### src/rtl/pkt_rr_merge_pkg.sv
package pkt_rr_merge_pkg;
  typedef enum logic {
    LK_IDLE = 1'b0,
    LK_XFER = 1'b1
  } lock_st_e;

  function automatic int unsigned idx_width(input int unsigned n);
    return (n > 1) ? $clog2(n) : 1;
  endfunction
endpackage

### src/rtl/pkt_rr_pick.sv
module pkt_rr_pick #(
  parameter int unsigned NUM_SRC = 4,
  parameter int unsigned IDX_W   = pkt_rr_merge_pkg::idx_width(NUM_SRC)
) (
  input  logic [NUM_SRC-1:0] req_i,
  input  logic [IDX_W-1:0]   last_i,
  output logic               any_o,
  output logic [IDX_W-1:0]   pick_o
);
  // first requester strictly after last_i, wrapping
  always_comb begin
    int unsigned idx;
    any_o  = 1'b0;
    pick_o = last_i;
    for (int unsigned k = 1; k <= NUM_SRC; k++) begin
      idx = (int'(last_i) + k) % NUM_SRC;
      if (!any_o && req_i[IDX_W'(idx)]) begin
        any_o  = 1'b1;
        pick_o = IDX_W'(idx);
      end
    end
  end
endmodule

### src/rtl/pkt_rr_lock.sv
module pkt_rr_lock
  import pkt_rr_merge_pkg::*;
#(
  parameter int unsigned NUM_SRC = 4,
  parameter int unsigned IDX_W   = idx_width(NUM_SRC)
) (
  input  logic             clk_i,
  input  logic             rst_ni,
  input  logic             snk_dav_i,
  input  logic             any_i,
  input  logic [IDX_W-1:0] pick_i,
  input  logic             sel_val_i,
  input  logic             sel_eop_i,
  output logic             busy_o,
  output logic [IDX_W-1:0] grant_o
);
  lock_st_e st_q;
  logic [IDX_W-1:0] grant_q;

  // grant_q doubles as the last-served pointer after release
  always_ff @(posedge clk_i or negedge rst_ni) begin
    if (!rst_ni) begin
      st_q    <= LK_IDLE;
      grant_q <= IDX_W'(NUM_SRC - 1);
    end else begin
      unique case (st_q)
        LK_IDLE: if (snk_dav_i && any_i) begin
          st_q    <= LK_XFER;
          grant_q <= pick_i;
        end
        LK_XFER: if (sel_val_i && sel_eop_i) st_q <= LK_IDLE;
        default: st_q <= LK_IDLE;
      endcase
    end
  end

  assign busy_o  = (st_q == LK_XFER);
  assign grant_o = grant_q;
endmodule

### src/rtl/pkt_rr_mux.sv
module pkt_rr_mux #(
  parameter int unsigned NUM_SRC = 4,
  parameter int unsigned DATA_W  = 128,
  parameter int unsigned MTY_W   = 4,
  parameter int unsigned IDX_W   = pkt_rr_merge_pkg::idx_width(NUM_SRC)
) (
  input  logic                       en_i,
  input  logic [IDX_W-1:0]           sel_i,
  input  logic [NUM_SRC*DATA_W-1:0]  dat_i,
  input  logic [NUM_SRC-1:0]         val_i,
  input  logic [NUM_SRC-1:0]         sop_i,
  input  logic [NUM_SRC-1:0]         eop_i,
  input  logic [NUM_SRC*MTY_W-1:0]   mty_i,
  input  logic [NUM_SRC-1:0]         err_i,
  output logic [NUM_SRC-1:0]         ena_o,
  output logic [DATA_W-1:0]          dat_o,
  output logic                       val_o,
  output logic                       sop_o,
  output logic                       eop_o,
  output logic [MTY_W-1:0]           mty_o,
  output logic                       err_o
);
  logic [DATA_W-1:0] dat_a [NUM_SRC];
  logic [MTY_W-1:0]  mty_a [NUM_SRC];

  for (genvar g = 0; g < NUM_SRC; g++) begin : g_src
    assign dat_a[g] = dat_i[g*DATA_W +: DATA_W];
    assign mty_a[g] = mty_i[g*MTY_W +: MTY_W];
    assign ena_o[g] = en_i && (sel_i == IDX_W'(g));
  end

  always_comb begin
    dat_o = '0;
    val_o = 1'b0;
    sop_o = 1'b0;
    eop_o = 1'b0;
    mty_o = '0;
    err_o = 1'b0;
    if (en_i) begin
      dat_o = dat_a[sel_i];
      val_o = val_i[sel_i];
      sop_o = sop_i[sel_i];
      eop_o = eop_i[sel_i];
      mty_o = mty_a[sel_i];
      err_o = err_i[sel_i];
    end
  end
endmodule

### src/rtl/pkt_rr_merge.sv
module pkt_rr_merge
  import pkt_rr_merge_pkg::*;
#(
  parameter int unsigned NUM_SRC = 4,
  parameter int unsigned DATA_W  = 128,
  parameter int unsigned MTY_W   = 4
) (
  input  logic                      clk_i,
  input  logic                      rst_ni,
  input  logic [NUM_SRC*DATA_W-1:0] src_dat_i,
  input  logic [NUM_SRC-1:0]        src_dav_i,
  input  logic [NUM_SRC-1:0]        src_val_i,
  input  logic [NUM_SRC-1:0]        src_sop_i,
  input  logic [NUM_SRC-1:0]        src_eop_i,
  input  logic [NUM_SRC*MTY_W-1:0]  src_mty_i,
  input  logic [NUM_SRC-1:0]        src_err_i,
  output logic [NUM_SRC-1:0]        src_ena_o,
  input  logic                      snk_dav_i,
  output logic [DATA_W-1:0]         snk_dat_o,
  output logic                      snk_sop_o,
  output logic                      snk_eop_o,
  output logic [MTY_W-1:0]          snk_mty_o,
  output logic                      snk_err_o,
  output logic                      snk_ena_o
);
  localparam int unsigned IDX_W = idx_width(NUM_SRC);

  logic             any_rdy;
  logic [IDX_W-1:0] pick_idx;
  logic [IDX_W-1:0] grant_idx;
  logic             busy;
  logic             sel_val;
  logic             sel_eop;

  pkt_rr_pick #(.NUM_SRC(NUM_SRC), .IDX_W(IDX_W)) pick_i (
    .req_i  (src_dav_i),
    .last_i (grant_idx),
    .any_o  (any_rdy),
    .pick_o (pick_idx)
  );

  pkt_rr_lock #(.NUM_SRC(NUM_SRC), .IDX_W(IDX_W)) lock_i (
    .clk_i     (clk_i),
    .rst_ni    (rst_ni),
    .snk_dav_i (snk_dav_i),
    .any_i     (any_rdy),
    .pick_i    (pick_idx),
    .sel_val_i (sel_val),
    .sel_eop_i (sel_eop),
    .busy_o    (busy),
    .grant_o   (grant_idx)
  );

  pkt_rr_mux #(.NUM_SRC(NUM_SRC), .DATA_W(DATA_W), .MTY_W(MTY_W), .IDX_W(IDX_W)) mux_i (
    .en_i  (busy),
    .sel_i (grant_idx),
    .dat_i (src_dat_i),
    .val_i (src_val_i),
    .sop_i (src_sop_i),
    .eop_i (src_eop_i),
    .mty_i (src_mty_i),
    .err_i (src_err_i),
    .ena_o (src_ena_o),
    .dat_o (snk_dat_o),
    .val_o (sel_val),
    .sop_o (snk_sop_o),
    .eop_o (sel_eop),
    .mty_o (snk_mty_o),
    .err_o (snk_err_o)
  );

  assign snk_eop_o = sel_eop;
  assign snk_ena_o = sel_val;
endmodule

### config.mk
export PLATFORM = sky130hd
export DESIGN_NAME = pkt_rr_merge
export DESIGN_NICKNAME = d
export VERILOG_FILES = /design/src/rtl/pkt_rr_merge_pkg.sv /design/src/rtl/pkt_rr_pick.sv /design/src/rtl/pkt_rr_lock.sv /design/src/rtl/pkt_rr_mux.sv /design/src/rtl/pkt_rr_merge.sv
export SDC_FILE = /design/constraint.sdc
export NUM_CORES = 1
export LEC_CHECK = 0
export BUFFER_PORTS_ARGS = -buffer_cell sky130_fd_sc_hd__buf_2
export CORE_AREA = 2 2 271 273
export CTS_CLUSTER_SIZE = 28
export DETAILED_ROUTE_END_ITERATION = 8
export DIE_AREA = 0 0 273 275
export MAX_ROUTING_LAYER = met4
export PLACE_DENSITY = 0.3
export SYNTH_ARGS = -nofsm -noshare
export SYNTH_HDL_FRONTEND = slang
export SYNTH_SLANG_ARGS = --single-unit
### constraint.sdc
create_clock -name clk_i -period 7.6 [get_ports clk_i]
set_input_delay 0.76 -clock clk_i [delete_from_list [all_inputs] [get_ports clk_i]]
set_output_delay 0.76 -clock clk_i [all_outputs]
set_load 0.02 [all_outputs]
==> impl_metrics.csv <==
group,metric,value,unit
synth,ys.flop_type,"dfstp_2",
clock_tree,cts_tree,"done",
timing,rsz0062_at_grt,"no",
setup_path,start_kind,"register",
setup_path,cp_slowest_cell,"dfstp_4",
final_layout,layout_common_cells,"690 x buf_2, 140 x mux4_2, 140 x and2_1",
drt,drt_iter0_drc,150,
timing,setup_viol,0,
pwr,p_leak,4.24,nW
synth,syn-cell-area,4500,sq um
clock_tree,cts_buffers,3,
final_layout,fillerInstances,8407,
synth,avgSynthCellArea,12.8,sq um
timing,skew,0.00135,ns
placed_design,portBuffers,690,
final_layout,final_common_cell,"buf_2",
timing,min_period_over_period,0.495,
grt,grt.overflow.total,0,
final_layout,fin_area,9080,sq um
synth,synth_nets,908,
die,die_w,273,microns
drt,drcViolationCount,0,
synth,synth_area_leaders,"mux4_2 70%, and2_1 19%, buf_2 1.9%",
timing,fmax,0.266,GHz
setup_path,critPathMaxStageDelay,1.13,ns
setup_path,regToRegStartpoint,"lock_i.grant_o[0]$_DFFE_PN1P_",
drt,vias_per_cell,3.16,
drt,drt_pre_antenna_iters,4,
final_layout,final-seq-area,88.8,sq um
die,core,72300,sq um
synth,synth_edf_count,0,
synth,synth.yosys.seq_area_share,0.0172,
die,io_pins,691,
grt,grt_pass1_vias,6715,
synth,yosysUniqueCellTypes,26,
die,rows,99,
placed_design,hpwl,29400,microns
grt,track_usage,0.0799,
clock_tree,cts_resized,0,
pwr,powerDensity,333,nW/um^2
setup_path,reg2reg_to,"lock_i.grant_o[1]$_DFFE_PN1P_",
die,start_util,0.0622,
final_layout,multiInputGateArea,4190,sq um
setup_path,cp-end-kind,"output port",
die,die_area,75100,sq um
final_layout,area_delta_synth_final,102,%
timing,tightest_slew,0.886,ns
synth,yosysWarnings,0,
final_layout,finalNetCount,1561,
clock_tree,cts.reportedPaths.clkPinSlew,0.03,ns
grt,antenna_found_initial,7,
pwr,peakVddDrop,0.178,mV
grt,grt_pass1_wl,43000,microns
drt,drt-total-wl,32800,microns
synth,ys_ff_latch,3,
synth,yosysTopAreaCell,"mux4_2",
setup_path,path_cells,"buf_4 > mux4_2 > and2_1 > buf_2",
timing,relSlewSlack,0.410,
clock_tree,cts.htree.levels,1,
timing,fin_crit,3.76,ns
setup_path,regToRegSetupSlack,4.59,ns
flow_run,max_cap_violations,0,
clock_tree,hold_buffers,0,
timing,hold_viol_final,0,
synth,async_flop_share,1.00,
placed_design,place.gp.congestion,0.871,
setup_path,crit_required,6.84,ns
clock_tree,clk_path_buf_depth,2,
status,status,"completed",
drt,routedWlPerCell,16.7,microns
timing,final.setup.tns,0,ns
drt,ant_nets,0,
timing,slew_violations,0,
clock_tree,cts.sinks,3,
setup_path,crit_fanout,62,
synth,synth_top_area_share,0.700,
final_layout,drive_above_1_share,0.838,
clock_tree,cts_setup_buffers,0,
setup_path,reg2reg_depth,6,
grt,grt_start_max_net_pins,85,
worst_hold_path,hold_path.class,"in -> async",
synth,synth_cells,353,
clock_tree,root_buffer,"clkbuf_16",
placed_design,placed_cell_area,9000,sq um
die,die_y,275,microns
setup_path,cp.arrival,3.00,ns
clock_tree,clock_latency,0.22,ns
setup_path,worstSetupPathType,"reg -> out",
drt,vias,6225,
[synth_stat cells, types with 2 or more instances]
| cell | count |
|---|---|
| and2_1 | 140 |
| mux4_2 | 140 |
| clkbuf_1 | 21 |
| buf_2 | 17 |
| buf_1 | 4 |
| buf_4 | 4 |
| ha_1 | 4 |
| inv_1 | 3 |
| a21oi_1 | 2 |
| dfstp_2 | 2 |
[power breakdown]
group	total, mW	switching, mW	leakage [nW]	internal (mW)
registers	0.174	0.138	0.0319	0.0356
clock network	0.0838	0.0145	0.0382	0.0692
logic	2.77	1.44	4.17	1.32
[through the flow]
step | util | hold slack [ns] | total power [mW] | setup WS [ns] | cells
4_1_cts | 0.125 | 0.339 | 3.09 | 3.78 | 1964
2_1_floorplan | - | 0.464 | 2.10 | 5.00 | 353
3_5_place_dp | 0.124 | 0.572 | 2.99 | 4.01 | 1960
3_3_place_gp | 0.124 | 0.566 | 3.01 | 4.01 | 1960
5_1_grt | 0.126 | 0.342 | 3.26 | 3.71 | 1968
6_report | 0.126 | 0.336 | 3.02 | 3.84 | 1968
[kinds of logic after synthesis]
kind of cell               count (synthesis)  share of synthesized area
adders and majority gates                  4                     0.0111
DFF                                        3                     0.0172
and+or+nand+nor                          144                      0.199
xor gates and xnor gates                   1                    0.00195
AOI/OAI and AO/OA                          9                     0.0139
muxes                                    142                      0.705
buffers and inverters                     50                     0.0514
[layer usage]
metal	routed length, microns	vias up	track usage
met1	11700	3004	0.0843
met4	799	0	0.0183
met5	0	-	-
met3	3240	32	0.0239
met2	17000	428	0.146
li1	-	2761	-
[layout make-up]
class,instances,share of cell area
antenna,4,0.00110
clock buffer,4,0.00868
inverter,3,0.00124
multi-input combinational,300,0.462
sequential,3,0.00978
tap,959,0.132
timing repair buffer,695,0.386
[flip-flops by register name, summed over array words and instances (netlist names)]
signal          count
lock_i.grant_o      2
lock_i.busy_o       1
[worst max-delay path, delay by kind of cell (launching register included)]
kind          cells  cell delay [ns]
flops             1             1.13
simple gates      1             0.22
buf+inv           2             0.94
mux               1             0.41
[worst max-delay path by stage]
stage	slack, ns	end	from	cells after the start
finish	3.84	snk_mty_o[0]	lock_i.grant_o[1]$_DFFE_PN1P_	4
global route	3.71	snk_mty_o[0]	lock_i.grant_o[1]$_DFFE_PN1P_	4
CTS	3.78	snk_mty_o[0]	lock_i.grant_o[1]$_DFFE_PN1P_	4
detailed placement	4.01	snk_mty_o[0]	lock_i.grant_o[1]$_DFFE_PN1P_	4
global placement	4.01	snk_mty_o[0]	lock_i.grant_o[1]$_DFFE_PN1P_	4
floorplan	5.00	snk_dat_o[104]	lock_i.grant_o[0]$_DFFE_PN1P_	5
No activity file was read; power rests on OpenSTA's default activity.
